`src/rtl/wbg_pkg.sv`:
```
package wbg_pkg;

    typedef enum logic [2:0] {
        CMD_NOP = 3'd0,
        CMD_ACT = 3'd1,
        CMD_RD  = 3'd2,
        CMD_WR  = 3'd3,
        CMD_PRE = 3'd4
    } cmd_e;

    typedef enum logic [2:0] {
        RSN_NONE   = 3'd0,
        RSN_TRUNC4 = 3'd1,
        RSN_TRUNC8 = 3'd2,
        RSN_WTR    = 3'd3,
        RSN_WREC   = 3'd4
    } rsn_e;

    typedef enum logic [2:0] {
        BS_IDLE    = 3'd0,
        BS_B4_TAIL = 3'd1,
        BS_B8_P1   = 3'd2,
        BS_B8_P2   = 3'd3,
        BS_B8_P3   = 3'd4
    } bstate_e;

endpackage

```
`src/rtl/wbg_burst_fsm.sv`:
```
module wbg_burst_fsm
    import wbg_pkg::*;
(
    input  logic    clk,
    input  logic    rst,
    input  logic    is_cmd,
    input  logic    is_wr,
    input  logic    bl8,
    output bstate_e state,
    output logic    trunc_hit,
    output rsn_e    trunc_rsn,
    output logic    chain_ok
);

    bstate_e state_q;
    bstate_e state_d;

    // state register
    always_ff @(posedge clk) begin
        if (rst) begin
            state_q <= BS_IDLE;
        end else begin
            state_q <= state_d;
        end
    end

    // next state
    always_comb begin
        state_d = state_q;
        if (is_wr) begin
            state_d = bl8 ? BS_B8_P1 : BS_B4_TAIL;
        end else begin
            unique case (state_q)
                BS_IDLE:    state_d = BS_IDLE;
                BS_B4_TAIL: state_d = BS_IDLE;
                BS_B8_P1:   state_d = BS_B8_P2;
                BS_B8_P2:   state_d = BS_B8_P3;
                BS_B8_P3:   state_d = BS_IDLE;
                default:    state_d = BS_IDLE;
            endcase
        end
    end

    // outputs
    always_comb begin
        trunc_hit = 1'b0;
        trunc_rsn = RSN_NONE;
        chain_ok  = 1'b0;
        unique case (state_q)
            BS_IDLE: begin
            end
            BS_B4_TAIL: begin
                if (is_cmd) begin
                    trunc_hit = 1'b1;
                    trunc_rsn = RSN_TRUNC4;
                end
            end
            BS_B8_P1, BS_B8_P3: begin
                if (is_cmd) begin
                    trunc_hit = 1'b1;
                    trunc_rsn = RSN_TRUNC8;
                end
            end
            BS_B8_P2: begin
                if (is_wr) begin
                    chain_ok = 1'b1;
                end else if (is_cmd) begin
                    trunc_hit = 1'b1;
                    trunc_rsn = RSN_TRUNC8;
                end
            end
            default: begin
            end
        endcase
    end

    assign state = state_q;

endmodule

```
`src/rtl/wbg_delay_cnt.sv`:
```
module wbg_delay_cnt #(
    parameter int W = 6
) (
    input  logic         clk,
    input  logic         rst,
    input  logic         load,
    input  logic [W-1:0] load_val,
    output logic         busy
);

    logic [W-1:0] cnt_q;

    always_ff @(posedge clk) begin
        if (rst) begin
            cnt_q <= '0;
        end else if (load) begin
            cnt_q <= load_val;
        end else if (cnt_q != '0) begin
            cnt_q <= cnt_q - 1'b1;
        end
    end

    assign busy = (cnt_q != '0);

endmodule

```
`src/rtl/wbg_data_window.sv`:
```
module wbg_data_window #(
    parameter int CL_W = 3
) (
    input  logic            clk,
    input  logic            rst,
    input  logic            wr_start,
    input  logic            bl8,
    input  logic [CL_W-1:0] wl,
    output logic            win
);

    localparam int DEPTH = 1 << CL_W;

    logic [DEPTH-1:0] start_pipe;
    logic [DEPTH-1:0] len_pipe;
    logic [1:0]       beat_q;
    logic [CL_W-1:0]  tap;
    logic             fire;

    always_ff @(posedge clk) begin
        if (rst) begin
            start_pipe <= '0;
            len_pipe   <= '0;
        end else begin
            start_pipe <= {start_pipe[DEPTH-2:0], wr_start};
            len_pipe   <= {len_pipe[DEPTH-2:0], bl8};
        end
    end

    assign tap  = wl - 1'b1;
    assign fire = (wl != '0) && start_pipe[tap];

    // beats remaining after the first window clock
    always_ff @(posedge clk) begin
        if (rst) begin
            beat_q <= '0;
        end else if (fire) begin
            beat_q <= len_pipe[tap] ? 2'd3 : 2'd1;
        end else if (beat_q != 2'd0) begin
            beat_q <= beat_q - 1'b1;
        end
    end

    assign win = fire || (beat_q != 2'd0);

endmodule

```
`src/rtl/wr_burst_guard.sv`:
```
module wr_burst_guard
    import wbg_pkg::*;
#(
    parameter int NBANK = 8,
    parameter int CL_W  = 3,
    parameter int T_W   = 4,
    localparam int BANK_W = $clog2(NBANK)
) (
    input  logic              clk,
    input  logic              rst,
    input  logic [2:0]        cmd_code,
    input  logic [BANK_W-1:0] cmd_bank,
    input  logic              cfg_bl8,
    input  logic [CL_W-1:0]   cfg_cl,
    input  logic [T_W-1:0]    cfg_twr,
    input  logic [T_W-1:0]    cfg_twtr,
    output logic              viol,
    output logic [2:0]        viol_rsn,
    output logic              wdata_win
);

    localparam int CNT_W = ((CL_W > T_W) ? CL_W : T_W) + 2;

    logic is_cmd;
    logic is_wr;
    logic is_rd;
    logic is_row;

    assign is_wr  = (cmd_code == CMD_WR);
    assign is_rd  = (cmd_code == CMD_RD);
    assign is_row = (cmd_code == CMD_PRE) || (cmd_code == CMD_ACT);
    assign is_cmd = is_wr || is_rd || is_row;

    // delay loads, taken at the WRITE
    logic [CNT_W-1:0] half_c;
    logic [CNT_W-1:0] wl_c;
    logic [CNT_W-1:0] twtr_c;
    logic [CNT_W-1:0] rd_load;
    logic [CNT_W-1:0] wr_load;
    logic [CL_W-1:0]  wl_short;

    always_comb begin
        half_c   = cfg_bl8 ? CNT_W'(4) : CNT_W'(2);
        wl_c     = CNT_W'(cfg_cl) - CNT_W'(1);
        twtr_c   = (cfg_twtr < T_W'(2)) ? CNT_W'(2) : CNT_W'(cfg_twtr);
        rd_load  = wl_c + half_c + twtr_c - CNT_W'(1);
        wr_load  = wl_c + half_c + CNT_W'(cfg_twr) - CNT_W'(1);
        wl_short = cfg_cl - 1'b1;
    end

    // burst tracker
    bstate_e bst;
    logic    trunc_hit;
    rsn_e    trunc_rsn;
    logic    chain_ok;

    wbg_burst_fsm u_fsm (
        .clk       (clk),
        .rst       (rst),
        .is_cmd    (is_cmd),
        .is_wr     (is_wr),
        .bl8       (cfg_bl8),
        .state     (bst),
        .trunc_hit (trunc_hit),
        .trunc_rsn (trunc_rsn),
        .chain_ok  (chain_ok)
    );

    // write-to-read, shared by all banks
    logic rd_busy;

    wbg_delay_cnt #(.W(CNT_W)) u_wtr (
        .clk      (clk),
        .rst      (rst),
        .load     (is_wr),
        .load_val (rd_load),
        .busy     (rd_busy)
    );

    // write recovery, one per bank
    logic [NBANK-1:0] bank_busy;

    for (genvar b = 0; b < NBANK; b++) begin : g_bank
        wbg_delay_cnt #(.W(CNT_W)) u_wrec (
            .clk      (clk),
            .rst      (rst),
            .load     (is_wr && (cmd_bank == BANK_W'(b))),
            .load_val (wr_load),
            .busy     (bank_busy[b])
        );
    end

    // data window
    wbg_data_window #(.CL_W(CL_W)) u_win (
        .clk      (clk),
        .rst      (rst),
        .wr_start (is_wr),
        .bl8      (cfg_bl8),
        .wl       (wl_short),
        .win      (wdata_win)
    );

    // verdict, priority ordered
    rsn_e rsn_d;

    always_comb begin
        if (trunc_hit) begin
            rsn_d = trunc_rsn;
        end else if (chain_ok) begin
            rsn_d = RSN_NONE;
        end else if (is_rd && rd_busy) begin
            rsn_d = RSN_WTR;
        end else if (is_row && bank_busy[cmd_bank]) begin
            rsn_d = RSN_WREC;
        end else begin
            rsn_d = RSN_NONE;
        end
    end

    // output register
    always_ff @(posedge clk) begin
        if (rst) begin
            viol     <= 1'b0;
            viol_rsn <= RSN_NONE;
        end else begin
            viol     <= (rsn_d != RSN_NONE);
            viol_rsn <= rsn_d;
        end
    end

endmodule

```
`config.mk`:
```
export PLATFORM = sky130hd
export DESIGN_NAME = wr_burst_guard
export DESIGN_NICKNAME = d
export VERILOG_FILES = /design/src/rtl/wbg_pkg.sv /design/src/rtl/wbg_burst_fsm.sv /design/src/rtl/wbg_delay_cnt.sv /design/src/rtl/wbg_data_window.sv /design/src/rtl/wr_burst_guard.sv
export SDC_FILE = /design/constraint.sdc
export NUM_CORES = 1
export LEC_CHECK = 0
export BUFFER_PORTS_ARGS = -buffer_cell sky130_fd_sc_hd__buf_2
export CORE_UTILIZATION = 25
export DETAILED_ROUTE_END_ITERATION = 10
export SYNTH_ARGS = -nofsm -noshare
export SYNTH_HDL_FRONTEND = slang
export SYNTH_SLANG_ARGS = --single-unit
```
`constraint.sdc`:
```
create_clock -name clk -period 6.85 [get_ports clk]
set_clock_uncertainty 0.1 [all_clocks]
set_input_delay 1.37 -clock clk [delete_from_list [all_inputs] [get_ports clk]]
set_output_delay 1.37 -clock clk [all_outputs]
set_load 0.02 [all_outputs]
```
# Word level (Yosys, flattened, before mapping)
# Index checks and enable logic that the tools add are counted.
# word_totals
ram_bits	0
latchBits	0
regBits	79
inputBits	20
memories	0
elab_cells	136
out_inout_bits	5
romBits	0
# classes
eq_ne	15
bitwise_logic	0
addsub	18
n_shift	0
div	0
n_mul	0
reduce_logical	40
order_cmp	3
mux	45
# op_table
cell	count
6-bit 2-to-1 mux	18
6-bit by 1-bit subtractor with 6-bit output (second input constant)	11
6-bit nonzero test	9
2-bit nonzero test	11
3-bit 2-to-1 mux	7
3-bit by 2-bit == test with 1-bit output (second input constant)	6
3-bit == test (second input constant)	6
1-bit logical AND	11
2-bit 2-to-1 mux	5
1-bit binary-select mux with 3-bit select	3
3-bit by 1-bit == test with 1-bit output (second input constant)	3
3-bit one-hot mux with 3 select lines	1
3-bit by 4-bit less-than comparator with 1-bit output (second input constant)	2
1-bit 2-to-1 mux	8
5-bit by 5-bit adder with 6-bit output	1
6-bit by 4-bit adder with 6-bit output	1
3-bit one-hot mux with 2 select lines	1
3-bit nonzero test	2
3-bit by 1-bit subtractor with 3-bit output (second input constant)	2
4-bit by 4-bit adder with 5-bit output	1
1-bit logical OR	4
4-bit by 2-bit less-than comparator with 1-bit output (second input constant)	1
4-bit 2-to-1 mux	1
3-bit by 1-bit subtractor with 4-bit output (second input constant)	1
5 further kinds	5

# Logic depth before layout (Yosys ltp)
# Gate-level depths: netlist (run 1).
# depth
depth_word	9
mapped_depth	16
ltp_nobuf	15

# By module
# From an unflattened synthesis (run 1), not the netlist that was laid out.
# hier_totals
hier_cells	616
area_unflattened_um2	5241.3
# modules_own_cells
mod	seq_area_each_um2	area_per_inst_um2	instances	cells_each
wbg_delay_cnt	120.1	384.1	9	46
wr_burst_guard	80.1	887.1	1	117
wbg_data_window	360.3	716.9	1	62
wbg_burst_fsm	60.1	180.2	1	23

# Worst setup path before layout (run 1)
# No wires, ideal clock.
# synth_path
path_kind	input to output
start	in cfg_cl[0]
end	out wdata_win
setup_slack_ns	2.174
arrival_ns	3.206
required_ns	5.380
n_path_buf	1
path_stages	10
path_cell_list	clkbuf_1 inv_1 ha_1 xor2_1 inv_1 ha_1 mux4_2 nand2_1 a21o_1 nand2_1
# synth_between
elab_chain_len	6
word_cells_on_any_way	7
classes_between	2 x add/sub; 2 x mux; 3 x reduce/logical
# synth_rtl
item	line	text
start, declared	wr_burst_guard.sv:14	input logic [CL_W-1:0] cfg_cl,
3-bit by 1-bit subtractor with 3-bit output (*)	wr_burst_guard.sv:48	wl_short = cfg_cl - 1'b1;
3-bit by 1-bit subtractor with 3-bit output	wbg_data_window.sv:30	assign tap = wl - 1'b1;
1-bit binary-select mux with 3-bit select	wbg_data_window.sv:31	assign fire = (wl != '0) && start_pipe[tap];
1-bit 2-to-1 mux (not written as such)	wbg_data_window.sv:31	
1-bit logical AND (*)	wbg_data_window.sv:31	
1-bit logical OR (*)	wbg_data_window.sv:44	assign win = fire || (beat_q != 2'd0);
end, declared	wr_burst_guard.sv:19	output logic wdata_win
# Every way passes the cells marked *; elsewhere a longest branch is shown, timed or not. The select of a mux whose other input is x is not followed.

# Worst setup path in the final report (run 1)
# Same ends and word-level chain as after synthesis.

==> flow_summary.toml, run 1 <==
[status]
status = "finished clean"

[detailed_routing]
drt_first_iter_violations = 184
drc_errors = 0
vias = 3670
dr.pass1.iters = 5
routedWlPerCell_microns = 12.3
viasPerCell = 4.48
ant_nets = 0
wirelength_mm = 10.1

[sta]
rsz0062_at_grt = "no"
final.setup.worst_slack_ns = 2.03
setup_tns_ns = 0
relSlewSlack_pct = 42.0
hold_viol = 0
slew_viol_final = 0
clock.fmax_ghz = 0.207
setup_viol = 0
finalCritPeriodShare_pct = 70.4
hold_slack_ns = 0.363
tightest_slew_ns = 0.871
period_minus_slack_ns = 4.82

[worst_setup_path]
crit_path_end_kind = "output port"
required_ns = 5.38
reg2regPathDepth = 5
cp_max_fo = 9
worstReg2RegStart = "g_bank[3].u_wrec.cnt_q[2]$_SDFFE_PP0P_"
startpoint = "cfg_cl[0]"
start_kind = "primary input"
crit_type = "in2out"
cp.arrival_ns = 3.35

[pwr]
vdd_drop_max_uv = 138
power_mw = 2.16
p_leak_nw = 2.21
p_int_mw = 1.32
p_sw_share_pct = 39.0
clkPwrFrac_pct = 20.3
seqPwrFrac_pct = 31.3
cellPowerDensity_nw_per_um2 = 413
p_switching_uw = 840
comb_power_share_pct = 48.3

[place]
dp.cells = 804
port_buffers = 24
dpl_worst_slack_ns = 1.92
place_congestion = 0.764
dp_hpwl_mm = 7.24
dpl_cell_area_sq_um = 4960

[synthesis]
synth_edf_count = 0
yosysSeqAreaShare_pct = 33.9
yosysWarningCount = 0
synthTopCellsByArea = "dfxtp_1, ha_1, nor2_1"
yosys.area.top_type = "dfxtp_1"
syn_nets = 640
synth_area_sq_um = 4670
async_flop_share_pct = 0
synthMostInstantiatedCell = "nor2_1"
ys_seq_elements = 79
synthFlopType = "dfxtp_1"
syn_avg_cell_area_sq_um = 8.06
synth_top_area_share_pct = 33.9
synthTopCellsByCount = "nor2_1, dfxtp_1, nand2_1"
synth_cell_types = 40
synthCells = 579

[clock_tree]
htreeDepth = 3
cts_buffers = 9
cts_setup_buffers = 0
root_buffer = "clkbuf_16"
clock_sinks = 79
path_clk_slew_ns = 0.06
cts_resized = 0
cts_tree = "done"
hold_buffers = 0
cts_buffer_depth = 2
insertion_delay_ns = 0.33

[hold_path]
hp-start = "u_win.len_pipe[2]$_SDFF_PP0_"
hold_path_depth = 1
worstHoldPathType = "reg2reg"

[floorplanning]
start_util_pct = 25.7
dieArea_sq_um = 19200
fp.dieW_microns = 139
die_y_microns = 139
coreArea_sq_um = 18100
ioPinCount = 25
placement_rows = 49

[cells_and_area]
fin_nets = 647
nFillCells = 1946
drive_above_1_share_pct = 8.46
utilization_pct = 28.8
instances_no_fill = 820
n_antenna_cell = 0
fin_area_sq_um = 5220
syn_to_final_growth_pct = 12.0

[global_route]
grt_antenna_before_repair = 0
grt_pass1_vias = 3487
grt_pass1_wl_mm = 17.5
grt_overflow = 0
grt_usage_pct = 11.3
grt_max_degree = 80

[run]
drv_cap = 0
[area by class of cell]
class	count	area (sq um)	area share, %
repair buffers	25	128	2.44
clock inverters	5	33.8	0.647
clock buffers	11	233	4.46
inverters	45	169	3.23
flip-flops and latches	79	1580	30.3
multi-input cells	426	2790	53.5
well taps	229	287	5.49
[power by group through the flow]
stage / registers, mW / logic [mW] / clock network (mW)
floorplan: 0.668 / 0.883 / 0
global placement: 0.686 / 1.03 / 0
detailed placement: 0.684 / 1.04 / 0
CTS: 0.676 / 1.05 / 0.452
global route: 0.694 / 1.20 / 0.472
finish: 0.676 / 1.04 / 0.439
[registers in the layout, indices dropped and copies added, names as in the netlist]
signal	flops
g_bank.u_wrec.cnt_q	48
u_win.len_pipe	8
u_win.start_pipe	8
u_wtr.cnt_q	6
u_fsm.state	3
viol_rsn	3
u_win.beat_q	2
viol	1
[cells in the final DEF (no fill, tap or decap), types with 24 or more instances in the layout]
| cell | instances |
|---|---|
| inv_1 | 45 |
| xnor2_1 | 26 |
| dfxtp_1 | 79 |
| nand2_1 | 56 |
| nor2_1 | 80 |
| a21oi_1 | 43 |
| xor2_1 | 29 |
| buf_2 | 24 |
| nand3_1 | 24 |
| ha_1 | 38 |
[worst paths after layout]
kind / to / slack (ns)
worst min register to register: u_win.len_pipe[3]$_SDFF_PP0_ / 0.36
worst max-delay path: wdata_win / 2.03
worst min-delay path: u_win.len_pipe[3]$_SDFF_PP0_ / 0.36
worst max register to register: viol$_SDFF_PP0_ / 4.60
[metal layers]
metal	global-route usage (%)	wire, microns	vias up
met5	0	0	-
met4	3.51	110	0
met3	2.35	282	10
met2	18.2	4660	37
met1	15.0	5060	1679
li1	-	-	1944
[worst max-delay path: stages]
cell     delay (ns)
buf_2          0.22
inv_1          0.07
ha_1           0.21
xor2_1         0.29
inv_1          0.09
ha_1           0.35
mux4_2         0.31
nand2_1        0.08
a21o_1         0.16
nand2_1        0.06
buf_2          0.15
[cells by family (layout without fill, tap and decap cells)]
group,count (synthesis),in the layout,synth area share (%)
buffers and inverters,74,86,6.25
DFF,79,79,33.9
AOI/OAI and AO/OA,85,85,10.9
adders and majority gates,41,41,11.5
muxes,11,11,3.75
and+or+nand+nor,234,234,23.4
xor gates and xnor gates,55,55,10.3
Note: power is estimated with default switching activity, not from simulation.
==> run 2: changes to the inputs <==
- ABC_AREA: unset -> 1
- clock period: 6.85 -> 5 ns (I/O delays scaled with it)
==> run 2 against run 1 <==
Core utilization grew 0.82 points. Register-to-register slack got worse by 1.3 ns. Critical path depth grew 3. Sequential cell count unchanged. Area after synthesis grew 3.8%. Setup slack lost 1.3 ns. Largest power group unchanged. Sequential share of layout area decreased by 1.9 points. Sequential power is 46% higher. First-iteration DRC count grew 16%. Largest cell class unchanged.
==> flow_summary.toml, run 2 <==
[status]
status = "finished clean"

[pwr]
vdd_drop_max_uv = 269
cellPowerDensity_nw_per_um2 = 597
p_leak_nw = 2.67
power_mw = 3.33

[sta]
slew_viol_final = 0
setup_tns_ns = 0
tightest_slew_ns = 0.832
finalCritPeriodShare_pct = 85.2
period_minus_slack_ns = 4.26
final.setup.worst_slack_ns = 0.741
clock.fmax_ghz = 0.235
setup_viol = 0
relSlewSlack_pct = 44.5
rsz0062_at_grt = "no"
hold_viol = 0

[floorplanning]
fp.dieW_microns = 141
dieArea_sq_um = 19900
start_util_pct = 25.7
placement_rows = 50
die_y_microns = 141
ioPinCount = 25
coreArea_sq_um = 18800

[worst_setup_path]
slowest_delay_ns = 0.64
crit_path_end_kind = "register"
start_kind = "primary input"
cp.arrival_ns = 4.35
crit_top_cell = "ha_1"
required_ns = 5.09
crit_type = "in2reg"
crit_chain = "buf_2 > inv_2 > ha_1 > inv_1 > ha_1 > fa_1 > inv_1 > ha_1 > inv_1 > ha_1 > a21oi_1 > o21ai_0 > xnor2_1 > a21oi_1"
cp_slowest_cell = "xnor2_1"
cp_max_fo = 10

[synthesis]
syn_avg_cell_area_sq_um = 7.37
synth_area_sq_um = 4840
yosysWarningCount = 0
ys_seq_elements = 79
synth_top_area_share_pct = 32.7
synthTopCellsByCount = "inv_1, nand2_1, dfxtp_1"
synthTopCellsByArea = "dfxtp_1, ha_1, inv_1"
async_flop_share_pct = 0
yosys.area.top_type = "dfxtp_1"
synthMostInstantiatedCell = "inv_1"
synth_edf_count = 0
synthCells = 657
synth_cell_types = 38
syn_nets = 718
yosysSeqAreaShare_pct = 32.7
synthFlopType = "dfxtp_1"

[clock_tree]
root_buffer = "clkbuf_16"
cts_tree = "done"
insertion_delay_ns = 0.34
clock_sinks = 79
path_clk_slew_ns = 0.06
cts_buffer_depth = 2
cts_resized = 0
hold_buffers = 0
cts_setup_buffers = 0
cts_buffers = 9
htreeDepth = 3

[cells_and_area]
syn_to_final_growth_pct = 15.1
reg_top3 = "g_bank.u_wrec.cnt_q: 48 flops, u_win.len_pipe: 8 flops, u_win.start_pipe: 8 flops"
final_common_cell = "inv_1"
nFillCells = 2053
largest_register_ffs = 48
multi_input_area_sq_um = 2750
top_register = "g_bank.u_wrec.cnt_q"
n_antenna_cell = 0
fin_area_sq_um = 5570
seqCellArea_sq_um = 1580
drive_above_1_share_pct = 12.9
fin_nets = 746
final_cell_mix = "inv_1, nand2_1, dfxtp_1"
instances_no_fill = 950

[global_route]
grt_max_degree = 50
grt_overflow = 0
grt_antenna_before_repair = 0
grt_usage_pct = 11.7
grt_pass1_wl_mm = 18.5
grt_pass1_vias = 3888

[place]
port_buffers = 24
dpl_cell_area_sq_um = 5260
dpl_worst_slack_ns = 0.330
dp.cells = 934
place_congestion = 0.793
dp_hpwl_mm = 7.69

[detailed_routing]
dr_wl_met3_microns = 479
vias = 4052
highest_layer = "met4"
viasPerCell = 4.27
wirelength_mm = 10.6
dr.pass1.iters = 4
drt_first_iter_violations = 213
dr_wl_met2_mm = 4.58
routedWlPerCell_microns = 11.2
drc_errors = 0
ant_nets = 0
m1WireLength_mm = 5.48

[hold_path]
worstHoldPathType = "reg2reg"

[run]
drv_cap = 0
run 2: cell count changes in the layout (fill, tap and decap cells not counted), moves of 11 or more:
cell      change
o21ai_0      +14
a211oi_1     +11
a31oi_1      -16
nand2_1      +48
o21ai_1      +22
inv_1        +61
or3_1        -12
nor2_1       -24
nor2b_1      -17
nor2_2       +17
run 2: metrics by stage:
stage | utilization (%) | hold slack [ns]
floorplan | - | 0.303
global placement | 28.0 | 0.310
detailed placement | 28.0 | 0.314
CTS | 29.6 | 0.324
global route | 29.6 | 0.342
finish | 29.6 | 0.319
run 2: power breakdown:
group	internal, mW	switching [mW]	total [mW]
Combinational	0.694	0.968	1.66
Clock	0.426	0.256	0.681
Sequential	0.849	0.136	0.985
run 2: final timing paths:
kind                                               start                                     end  slack [ns]  cells past startpoint
setup / recovery                               cfg_cl[0]  g_bank[4].u_wrec.cnt_q[4]$_SDFFE_PP0P_        0.74                     14
hold reg to reg             u_win.len_pipe[5]$_SDFF_PP0_            u_win.len_pipe[6]$_SDFF_PP0_        0.32                      2
setup reg to reg  g_bank[5].u_wrec.cnt_q[0]$_SDFFE_PP0P_                         viol$_SDFF_PP0_        3.28                      8
hold / removal              u_win.len_pipe[5]$_SDFF_PP0_            u_win.len_pipe[6]$_SDFF_PP0_        0.32                      2
run 2: cell type report:
| class | instances | area share [%] |
|---|---|---|
| Multi-Input combinational cell | 448 | 49.4 |
| Sequential cell | 79 | 28.4 |
| Clock buffer | 13 | 4.85 |
| Clock inverter | 3 | 0.718 |
| Tap cell | 260 | 5.84 |
| Inverter | 121 | 8.42 |
| Timing Repair Buffer | 26 | 2.42 |
run 2: cell families (layout without fill, tap and decap cells):
logic type / count (synthesis) / after routing / share of synthesized area, %
and+or+nand+nor: 244 / 244 / 24.0
buffers and inverters: 130 / 163 / 10.5
AOI/OAI and AO/OA: 122 / 122 / 14.4
DFF: 79 / 79 / 32.7
adders and majority gates: 41 / 41 / 11.1
xor gates and xnor gates: 41 / 41 / 7.42
run 2: critical path, delay by kind of cell:
kind                       cells  cell delay (ns)
adders and majority gates      5             1.76
xor gates and xnor gates       1             0.64
buffers and inverters          5             0.56
AOI/OAI and AO/OA              3             0.38
run 2: layer usage:
metal  global-route usage (%)  up-vias
met4                     3.20        0
met1                     16.1     1799
met2                     18.0       68
li1                         -     2179
met5                        0        -
met3                     2.99        6
